**src/rtl/ifc_pkg.sv**
```systemverilog
// Shared constants for the IRQ/FIQ interrupt controller.
// Assumes a word-indexed register port; indices equal byte offset / 4.
package ifc_pkg;
    localparam int IDX_W = 3;
    localparam logic [IDX_W-1:0] IDX_CFG_DUAL = 3'd0;
    localparam logic [IDX_W-1:0] IDX_CFG_POL  = 3'd1;
    localparam logic [IDX_W-1:0] IDX_CLEAR    = 3'd2;
    localparam logic [IDX_W-1:0] IDX_IRQ_EN   = 3'd3;
    localparam logic [IDX_W-1:0] IDX_FIQ_EN   = 3'd4;
    localparam logic [IDX_W-1:0] IDX_IRQ_STAT = 3'd5;
    localparam logic [IDX_W-1:0] IDX_FIQ_STAT = 3'd6;
    localparam logic [IDX_W-1:0] IDX_PENDING  = 3'd7;
endpackage

```
**src/rtl/ifc_sync_cond.sv**
```systemverilog
// Per-line input conditioning: two-flop synchroniser, polarity correction
// and inactive-to-active edge detection.
// Assumes req_i is asynchronous; the synchroniser and history flops carry
// no reset and simply track the input, also while reset is asserted.
module ifc_sync_cond #(
    parameter int N_LINES = 16
) (
    input  logic               clk,
    input  logic [N_LINES-1:0] req_i,
    input  logic [N_LINES-1:0] pol_i,
    output logic [N_LINES-1:0] corr_o,
    output logic [N_LINES-1:0] rise_o
);
    for (genvar i = 0; i < N_LINES; i++) begin : g_line
        logic meta_q;
        logic sync_q;
        logic hist_q;

        // Two-stage synchroniser for one request line.
        always_ff @(posedge clk) begin
            meta_q <= req_i[i];
            sync_q <= meta_q;
        end

        // Polarity correction: active level becomes 1.
        always_comb corr_o[i] = sync_q ~^ pol_i[i];

        // Remember the previous corrected level for edge detection.
        always_ff @(posedge clk) hist_q <= corr_o[i];

        // Inactive-to-active transition of the corrected level.
        always_comb rise_o[i] = corr_o[i] & ~hist_q;
    end
endmodule

```
**src/rtl/ifc_regfile.sv**
```systemverilog
// Register file of the interrupt controller: configuration, clear strobe,
// enable masks and the read multiplexer.
// Assumes N_LINES >= 2*N_DUAL and N_LINES >= N_DUAL + N_POL.
module ifc_regfile
    import ifc_pkg::*;
#(
    parameter int N_LINES = 16,
    parameter int N_DUAL  = 6,
    parameter int N_POL   = 3
) (
    input  logic               clk,
    input  logic               rst_n,
    input  logic               bus_sel,
    input  logic               bus_we,
    input  logic [IDX_W-1:0]   bus_waddr,
    input  logic [N_LINES-1:0] bus_wdata,
    input  logic [N_LINES-1:0] pending_i,
    output logic [N_LINES-1:0] pol_o,
    output logic [N_LINES-1:0] edge_o,
    output logic [N_LINES-1:0] clr_o,
    output logic [N_LINES-1:0] irq_en_o,
    output logic [N_LINES-1:0] fiq_en_o,
    output logic [N_LINES-1:0] rdata_o
);
    localparam int DUAL_W = 2 * N_DUAL;

    logic [DUAL_W-1:0] cfg_dual_q;
    logic [N_POL-1:0]  cfg_pol_q;
    logic              wr_hit;

    always_comb wr_hit = bus_sel & bus_we;

    // Configuration and enable registers, written on a bus write.
    always_ff @(posedge clk) begin
        if (!rst_n) begin
            cfg_dual_q <= '0;
            cfg_pol_q  <= '0;
            irq_en_o   <= '0;
            fiq_en_o   <= '0;
        end else if (wr_hit) begin
            case (bus_waddr)
                IDX_CFG_DUAL: cfg_dual_q <= bus_wdata[DUAL_W-1:0];
                IDX_CFG_POL:  cfg_pol_q  <= bus_wdata[N_POL-1:0];
                IDX_IRQ_EN:   irq_en_o   <= bus_wdata;
                IDX_FIQ_EN:   fiq_en_o   <= bus_wdata;
                default: ;
            endcase
        end
    end

    // One-cycle clear strobe, active only during a clear write.
    always_comb clr_o = (wr_hit && bus_waddr == IDX_CLEAR) ? bus_wdata : '0;

    // Decode per-line polarity and trigger selection.
    for (genvar i = 0; i < N_LINES; i++) begin : g_cfg
        if (i < N_DUAL) begin : g_dual
            always_comb begin
                pol_o[i]  = cfg_dual_q[2*i];
                edge_o[i] = cfg_dual_q[2*i+1];
            end
        end else if (i < N_DUAL + N_POL) begin : g_pol
            always_comb begin
                pol_o[i]  = cfg_pol_q[i-N_DUAL];
                edge_o[i] = 1'b0;
            end
        end else begin : g_fixed
            always_comb begin
                pol_o[i]  = 1'b1;
                edge_o[i] = 1'b0;
            end
        end
    end

    // Read multiplexer, combinational from the word index.
    always_comb begin
        rdata_o = '0;
        case (bus_waddr)
            IDX_CFG_DUAL: rdata_o[DUAL_W-1:0] = cfg_dual_q;
            IDX_CFG_POL:  rdata_o[N_POL-1:0]  = cfg_pol_q;
            IDX_IRQ_EN:   rdata_o = irq_en_o;
            IDX_FIQ_EN:   rdata_o = fiq_en_o;
            IDX_IRQ_STAT: rdata_o = pending_i & irq_en_o;
            IDX_FIQ_STAT: rdata_o = pending_i & fiq_en_o;
            IDX_PENDING:  rdata_o = pending_i;
            default:      rdata_o = '0;
        endcase
    end
endmodule

```
**src/rtl/ifc_pending_core.sv**
```systemverilog
// Pending latch: edge lines set on an event and hold until cleared
// (a new event wins over a same-cycle clear); level lines follow the
// corrected input and ignore the clear strobe.
module ifc_pending_core #(
    parameter int N_LINES = 16
) (
    input  logic               clk,
    input  logic               rst_n,
    input  logic [N_LINES-1:0] corr_i,
    input  logic [N_LINES-1:0] rise_i,
    input  logic [N_LINES-1:0] edge_i,
    input  logic [N_LINES-1:0] clr_i,
    output logic [N_LINES-1:0] pending_o
);
    logic [N_LINES-1:0] pend_nxt;

    // Next pending state per trigger type.
    always_comb pend_nxt = (edge_i & (rise_i | (pending_o & ~clr_i)))
                         | (~edge_i & corr_i);

    // Pending register.
    always_ff @(posedge clk) begin
        if (!rst_n) pending_o <= '0;
        else        pending_o <= pend_nxt;
    end
endmodule

```
**src/rtl/irq_fiq_ctrl.sv**
```systemverilog
// Top of the IRQ/FIQ interrupt controller: conditioning, pending latch,
// register file and registered aggregate outputs.
// Assumes synchronous active-low reset and a single clock domain for the bus.
module irq_fiq_ctrl
    import ifc_pkg::*;
#(
    parameter int N_LINES = 16,
    parameter int N_DUAL  = 6,
    parameter int N_POL   = 3
) (
    input  logic               clk,
    input  logic               rst_n,
    input  logic [N_LINES-1:0] req_i,
    input  logic               bus_sel,
    input  logic               bus_we,
    input  logic [IDX_W-1:0]   bus_waddr,
    input  logic [N_LINES-1:0] bus_wdata,
    output logic [N_LINES-1:0] bus_rdata,
    output logic               irq_o,
    output logic               fiq_o
);
    logic [N_LINES-1:0] pol_sel;
    logic [N_LINES-1:0] edge_sel;
    logic [N_LINES-1:0] clr_mask;
    logic [N_LINES-1:0] irq_en;
    logic [N_LINES-1:0] fiq_en;
    logic [N_LINES-1:0] corr;
    logic [N_LINES-1:0] rise;
    logic [N_LINES-1:0] pending;

    ifc_sync_cond #(.N_LINES(N_LINES)) u_cond (
        .clk    (clk),
        .req_i  (req_i),
        .pol_i  (pol_sel),
        .corr_o (corr),
        .rise_o (rise)
    );

    ifc_regfile #(.N_LINES(N_LINES), .N_DUAL(N_DUAL), .N_POL(N_POL)) u_regs (
        .clk       (clk),
        .rst_n     (rst_n),
        .bus_sel   (bus_sel),
        .bus_we    (bus_we),
        .bus_waddr (bus_waddr),
        .bus_wdata (bus_wdata),
        .pending_i (pending),
        .pol_o     (pol_sel),
        .edge_o    (edge_sel),
        .clr_o     (clr_mask),
        .irq_en_o  (irq_en),
        .fiq_en_o  (fiq_en),
        .rdata_o   (bus_rdata)
    );

    ifc_pending_core #(.N_LINES(N_LINES)) u_pend (
        .clk       (clk),
        .rst_n     (rst_n),
        .corr_i    (corr),
        .rise_i    (rise),
        .edge_i    (edge_sel),
        .clr_i     (clr_mask),
        .pending_o (pending)
    );

    // Registered aggregate interrupt outputs.
    always_ff @(posedge clk) begin
        if (!rst_n) begin
            irq_o <= 1'b0;
            fiq_o <= 1'b0;
        end else begin
            irq_o <= |(pending & irq_en);
            fiq_o <= |(pending & fiq_en);
        end
    end
endmodule

```
**config.mk**
```make
export PLATFORM = sky130hd
export DESIGN_NAME = irq_fiq_ctrl
export DESIGN_NICKNAME = d
export VERILOG_FILES = /design/src/rtl/ifc_pkg.sv /design/src/rtl/ifc_sync_cond.sv /design/src/rtl/ifc_regfile.sv /design/src/rtl/ifc_pending_core.sv /design/src/rtl/irq_fiq_ctrl.sv
export SDC_FILE = /design/constraint.sdc
export NUM_CORES = 1
export LEC_CHECK = 0
export ABC_AREA = 1
export BUFFER_PORTS_ARGS = -buffer_cell sky130_fd_sc_hd__buf_2
export CAP_MARGIN = 30
export CORE_MARGIN = 2
export CORE_UTILIZATION = 29
export DETAILED_ROUTE_END_ITERATION = 10
export MAX_ROUTING_LAYER = met4
export SLEW_MARGIN = 15
export SYNTH_ARGS = -nofsm -noshare
export SYNTH_HDL_FRONTEND = slang
export SYNTH_SLANG_ARGS = --single-unit
```
**constraint.sdc**
```tcl
create_clock -name clk -period 0.9 [get_ports clk]
set_input_delay 0.09 -clock clk [delete_from_list [all_inputs] [get_ports clk]]
set_output_delay 0.09 -clock clk [all_outputs]
set_load 0.01 [all_outputs]
```
After elaboration in Yosys (flattened, before gate mapping) --
Cells that the tools add are included. W data, S select, Z words.
Word-level totals: register bits after elaboration 113, bits of input ports 39, output and inout port bits 18, word-level logic and storage cells 125
Operators by class: eq/ne operators 7, mux-type cells 4, bitwise operators 51, reduce and logical (&&, ||, !) cells 8
Operators by type and width (count):
- $and A16 B16 Y16 | 4
- $pmux W9 S6 | 1
- $or A16 B16 Y16 | 2
- $reduce_or A16 Y1 | 2
- $pmux W3 S7 | 1
- $pmux W4 S5 | 1
- $and A1 B1 Y1 | 17
- $and A6 B16 Y16 | 1
- $mux W16 | 1
- $not A1 Y1 | 16
- $not A16 Y16 | 1
- $not A6 Y16 | 1
- $eq A3 B3 Y1 const B | 4
- $xnor A1 B1 Y1 | 9
- $reduce_and A2 Y1 | 4
- $eq A3 B2 Y1 const B | 2
- $eq A3 B1 Y1 const B | 1
- $logic_not A3 Y1 | 1
- $logic_and A1 B1 Y1 | 1

Depth between registers and ports, before layout --
Gate-level depths: netlist (run 1).
word-level depth 8, gate-level depth with buffers 8, depth with buffers taken out 7

Hierarchy --
A second synthesis (run 1) with hierarchy kept.
Unflattened totals: cells, all modules 928, area total of the unflattened synthesis 5738.0 µm²
Modules (own cells, without submodules):
- ifc_regfile | instances 1, cells an instance 572, area each 3158.0 µm²
- ifc_sync_cond | instances 1, cells an instance 160, area each 1461.4 µm²
- ifc_pending_core | instances 1, cells an instance 129, area each 834.6 µm²
- irq_fiq_ctrl | instances 1, cells an instance 67, area each 284.0 µm²

Worst setup path before layout (run 1) --
Ideal clock, no wire load.
kind input port to flip-flop, start point input rst_n, end point register u_pend.pending_o[0], library setup time 0.132 ns, data arrival time 0.797 ns, required time 0.768 ns, setup slack -0.029 ns, stages 5, buffers on the path 3, cells stage by stage buf_2 > inv_1 > buf_2 > buf_1 > a21oi_1
RTL lines:
- start, declared | line irq_fiq_ctrl.sv:12 | input logic rst_n,
- end signal, assigned | line ifc_pending_core.sv:24 | else pending_o <= pend_nxt;
- end, declared | line ifc_pending_core.sv:13 | output logic [N_LINES-1:0] pending_o
No word-level cell between the ends.

Final worst setup path (run 1) --
start point register u_pend.pending_o[1], end point output bus_rdata[1]
On the way: word-level cells in the longest chain between the ends 2, elaborated cells on any way between the ends 3, those cells by class 1 x mux; 2 x bitwise
RTL lines:
- $and A16 B16 Y16 (on tied branches) | line ifc_regfile.sv:83, ifc_regfile.sv:82
- $pmux W3 S7 (*) | line ifc_regfile.sv:77 | case (bus_waddr)
- end, declared | line irq_fiq_ctrl.sv:18 | output logic [N_LINES-1:0] bus_rdata,
Every way passes the cells marked *; elsewhere a longest branch is shown, timed or not.

==> results of run 1 <==
==> per-layer routing <==
layer | GRT usage | vias up | wire, um
met2 | 0.278 | 114 | 6460
met3 | 0.0335 | 31 | 652
li1 | - | 2128 | -
met1 | 0.220 | 2046 | 5810
met5 | - | - | 0
met4 | 0.0661 | 0 | 335
==> cells in the final DEF, fill, tap and decap left out, types with 7 or more instances in the layout <==
master	instances
nand2_2	26
dfxtp_1	61
buf_6	22
a21oi_1	40
nand3_2	7
inv_1	35
dfxtp_2	32
nand4_1	13
nor2_1	64
buf_4	68
nand2_4	11
nand2_1	109
a21oi_2	9
dlygate4sd3_1	20
dfxtp_4	10
nand3_1	40
nor2_2	20
buf_2	48
o21ai_0	19
inv_2	7
clkbuf_16	9
==> power groups by stage <==
stage,Clock [mW],Sequential (mW),Combinational (mW)
floorplan,0,4.90,0.353
global placement,0,4.93,0.730
detailed placement,0,4.93,0.735
CTS,4.82,4.84,0.881
global route,5.01,4.86,1.02
finish,4.72,4.84,0.949
==> cells in the mapped netlist <==
cell and number:
buf_1 1, xor2_1 3, o21a_1 4, clkbuf_1 4
o22ai_1 1, or2_0 1, buf_6 4, o2111ai_1 5
nor2_4 1, buf_2 8, buf_4 10, dfxtp_1 103
nand3_2 5, nor2_1 85, nand3b_1 2, inv_1 40
nand3_1 45, a21oi_1 50, nand2_1 143, xnor2_1 6
inv_2 5, nor2_2 2, o21ai_0 25, nand4_1 13
nand2_2 3
==> worst max-delay path: cells and delay by family, from the launching register on <==
family,cells,cell delay [ps]
buffers and inverters,1,120
and+or+nand+nor,5,430
DFF,1,360
==> sequential cells by signal, summed over array words and instances, names as in the netlist <==
| register | flops |
|---|---|
| fiq_o | 1 |
| u_regs.cfg_pol_q | 3 |
| u_cond.g_line.hist_q | 6 |
| u_cond.g_line.meta_q | 16 |
| u_pend.pending_o | 16 |
| u_regs.cfg_dual_q | 12 |
| irq_o | 1 |
| u_regs.irq_en_o | 16 |
| u_cond.g_line.sync_q | 16 |
| u_regs.fiq_en_o | 16 |
==> path summary, 6_finish.rpt <==
kind	slack [ps]	end	from
max	-460	bus_rdata[1]	u_pend.pending_o[1]
min	8	u_regs.irq_en_o[8]	bus_wdata[8]
max reg2reg	-190	irq_o	u_pend.pending_o[3]
min reg2reg	320	u_cond.g_line[2].sync_q	u_cond.g_line[2].meta_q
==> timing repair <==
| action | CTS | global route |
|---|---|---|
| cloned | 0 | 0 |
| hold endpoints to repair | 20 | 0 |
| resized for setup | 117 | 77 |
| hold buffers | 20 | 0 |
| pin swaps | 78 | 51 |
| endpoints found under the setup margin | 18 | 45 |
| setup buffers | 32 | 9 |
==> metrics by stage <==
step                      area [um^2]  total power [mW]  hold WS (ps)
after global routing             6390              10.9          32.1
after CTS                        6150              10.5          2.77
after floorplan                  4220              5.26           118
after global placement           5070              5.66           193
final                            6390              10.5          8.43
after detailed placement         5070              5.67           194
==> layout make-up <==
cell class / instances / area, um^2 / area share
clock inverter: 6 / 133 / 0.0208
multi-input combinational: 394 / 2160 / 0.339
sequential: 103 / 2140 / 0.335
clock buffer: 10 / 229 / 0.0358
inverter: 45 / 178 / 0.0278
timing repair buffer: 166 / 1320 / 0.206
tap: 184 / 230 / 0.0360
==> cells by family after synthesis <==
kind of cell              Yosys count  share of synthesized area
buffers and inverters              72                     0.0824
and+or+nand+nor                   300                      0.302
xor gates and xnor gates            9                     0.0187
AOI/OAI and AO/OA                  85                      0.108
DFF                               103                      0.489
==> results.cfg, run 1 <==
[global_routing]
grt_usage = 0.174
antenna_found_initial = 0
grt_start_max_net_pins = 24
grt_pass1_wl_mm = 21.0
grt_pass1_vias = 4213
gr-total-overflow = 0

[route]
vias_per_cell = 4.76
drt-total-wl_mm = 13.2
wire_per_inst_um = 14.6
postRouteAntennaNets = 0
drc = 0
drt_iter0_markers = 198
num_vias = 4319
drt-pass1-iter-count = 7

[final_layout]
utilization = 0.445
antenna_cells = 0
drive_gt1_frac = 0.416
fillerInstances = 1375
area_growth_pct = 51.4
layoutNonFillerInstCount = 908
nNetsFinal = 758

[pwr]
power.internal_mw = 8.16
power_switching_share = 0.224
seq_power_share = 0.461
ir_drop_uv = 1410
power_density_nw_per_um2 = 1650
p_leak_nw = 2.91
p_switching_mw = 2.35
power.share.combinational = 0.090
clkPwrFrac = 0.449

[timing]
rsz0062_at_grt = yes
fmax_ghz = 0.734
final.setup_skew_ps = 7.72
period_needed_ps = 1360
setup_viol = 18
slew_viol_final = 0
worst_slack_ps = -462
period_share = 1.51
hold_viol = 0
slew_headroom = 0.838
setup_tns_ps = -6540
worstMarginPinSlew_ps = 242

[worst_setup_path]
cp.arrival_ps = 1270
worstSetupPathType = reg -> out
max_stage_delay_ps = 360
endpoint_kind = output port
critPathSlowestCell = dfxtp_2
required_ps = 810
cpMostUsedCell = nand2_1
path_cells = nand2_2 -> or2_1 -> nand2_1 -> nor2_1 -> nand2_1 -> buf_2
worstSetupStartpointType = flop
ff2ff_path_depth = 8
cp_max_fo = 3

[die]
die_h_um = 125
start_util = 0.294
ioPinCount = 57
row_count = 44
die_area_um2 = 15500
fp.dieW_um = 125
coreArea_um2 = 14400

[placement]
port_buffers = 56
pre_cts_ws_ps = -360
gp_congestion = 0.866
hpwlAfterDp_mm = 8.95
dp.cells = 845

[cts]
h-tree-depth = 3
cts_inserted_buffers = 9
clockBufferDepth = 2
path_clk_slew_ps = 70
cts_tree = yes
cts_sinks = 103
clk_latency_ps = 360
clock-root-buffer = clkbuf_16

[logic_synthesis]
synth_fp_nets = 608
yosys.area.top_type_share = 0.489
yosysSeqAreaShare = 0.489
synth.distinct_cells = 25
synth.area.top_cells = dfxtp_1, nand2_1, nor2_1
yosysWarnings = 0
synth_area_per_cell_um2 = 7.42
synth_cells = 569
synth_area_um2 = 4220
synth_top_area_cell = dfxtp_1
ys_ff_latch = 103

[outcome]
violations = negative setup slack
status = finished, violations left

[min_path]
hold_class = in -> reg
whs_path_depth = 3

[run]
drv_cap = 0
Note: power is estimated with default switching activity, not from simulation.
==> run 2: changes to the inputs <==
Settings changed: CORE_UTILIZATION 29 to 61, PLACE_DENSITY set to 0.84.
Clock period 0.9 ns to 1.7 ns, I/O delays scaled along.
==> results.cfg, run 2 (synthesized netlist as in run 1, its figures left out) <==
[timing]
worstMarginPinSlew_ps = 455
slew_headroom = 0.697
period_share = 0.949
period_needed_ps = 1610
rsz0062_at_grt = no
final.setup_skew_ps = 14.9
slew_viol_final = 0
setup_viol = 0
fmax_ghz = 0.620
worst_slack_ps = 86.9
hold_viol = 0
setup_tns_ps = 0

[worst_setup_path]
endpoint_kind = output port
worstSetupPathType = in -> out
cp.arrival_ps = 1440
cp_max_fo = 10
ff2ff_path_depth = 6
worstSetupStartpointType = input port
required_ps = 1530

[pwr]
power_density_nw_per_um2 = 909
ir_drop_uv = 619
p_leak_nw = 2.24

[cts]
cts_tree = yes
clk_latency_ps = 370
clockBufferDepth = 2
cts_inserted_buffers = 9
h-tree-depth = 3
cts_sinks = 103
path_clk_slew_ps = 100
clock-root-buffer = clkbuf_8

[final_layout]
drive_gt1_frac = 0.159
design_area_um2 = 4920
utilization = 0.729
mostFrequentLayoutCells = nand2_1, dfxtp_1, nor2_1
final_common_cell = nand2_1
antenna_cells = 0
nNetsFinal = 681
area_growth_pct = 16.7

[die]
row_count = 30
ioPinCount = 57
die_area_um2 = 7600
die_h_um = 87.2
coreArea_um2 = 6760
start_util = 0.625
fp.dieW_um = 87.2

[min_path]
hold_class = in -> reg
whs_path_depth = 3

[route]
vias_per_cell = 5.63
wire_per_inst_um = 15.7
drt-pass1-iter-count = 5
drc = 0
postRouteAntennaNets = 0
drt_iter0_markers = 403
num_vias = 4094
drt-total-wl_mm = 11.4

[global_routing]
antenna_found_initial = 0
grt_pass1_vias = 4020
grt_usage = 0.330
gr-total-overflow = 0
grt_start_max_net_pins = 40
grt_pass1_wl_mm = 18.8

[placement]
gp_congestion = 0.951
pre_cts_ws_ps = 106
port_buffers = 56
placed_area_um2 = 4560
hpwlAfterDp_mm = 7.56

[run]
drv_cap = 0

[outcome]
status = complete, no violations
==> run 2: path summary, 6_finish.rpt <==
check                                from                      end  slack (ps)
setup / recovery             bus_waddr[2]             bus_rdata[3]          90
setup reg to reg      u_pend.pending_o[4]                    fiq_o         670
hold / removal              bus_wdata[12]      u_regs.irq_en_o[12]          50
hold reg to reg   u_cond.g_line[3].meta_q  u_cond.g_line[3].sync_q         330
==> run 2: power by group <==
part,leakage [nW],internal (mW),switching [mW]
combinational,1.29,0.138,0.222
clock,0.0968,0.728,0.832
sequential,0.850,2.50,0.0539
total,2.24,3.37,1.11
==> run 2: critical path, cell delays in order <==
cell	delay, ps
buf_2	280
buf_4	200
nand3_2	230
o21ai_0	230
inv_1	60
nand3_1	100
buf_2	150
==> run 2: final cells by class <==
type | instances | area (um^2)
Clock buffer | 12 | 145
Clock inverter | 4 | 55.1
Multi-Input combinational cell | 394 | 1810
Tap cell | 80 | 100
Fill cell | 559 | 1830
Inverter | 45 | 171
Sequential cell | 103 | 2060
Timing Repair Buffer | 89 | 581
==> run 2: timing repair <==
action | CTS | global route
hold buffers | 16 | 0
buffers inserted | 0 | 0
setup endpoints to repair | 0 | 7
hold endpoints to repair | 16 | 0
gates resized for setup | 0 | 2
==> run 2: per-layer routing <==
metal	track usage	vias up	wire (um)
li1	-	1972	-
met1	0.396	1832	4570
met2	0.520	244	5340
met3	0.0654	46	1120
met4	0.183	0	384
met5	-	-	0
==> run 2: through the flow <==
step | instances | hold WS (ps) | power (mW)
after CTS | 727 | 43.0 | 4.47
after global routing | 727 | 60.3 | 4.63
final | 727 | 45.7 | 4.48
after floorplan | 569 | 198 | 2.78
after detailed placement | 695 | 274 | 2.93
after global placement | 695 | 272 | 2.92
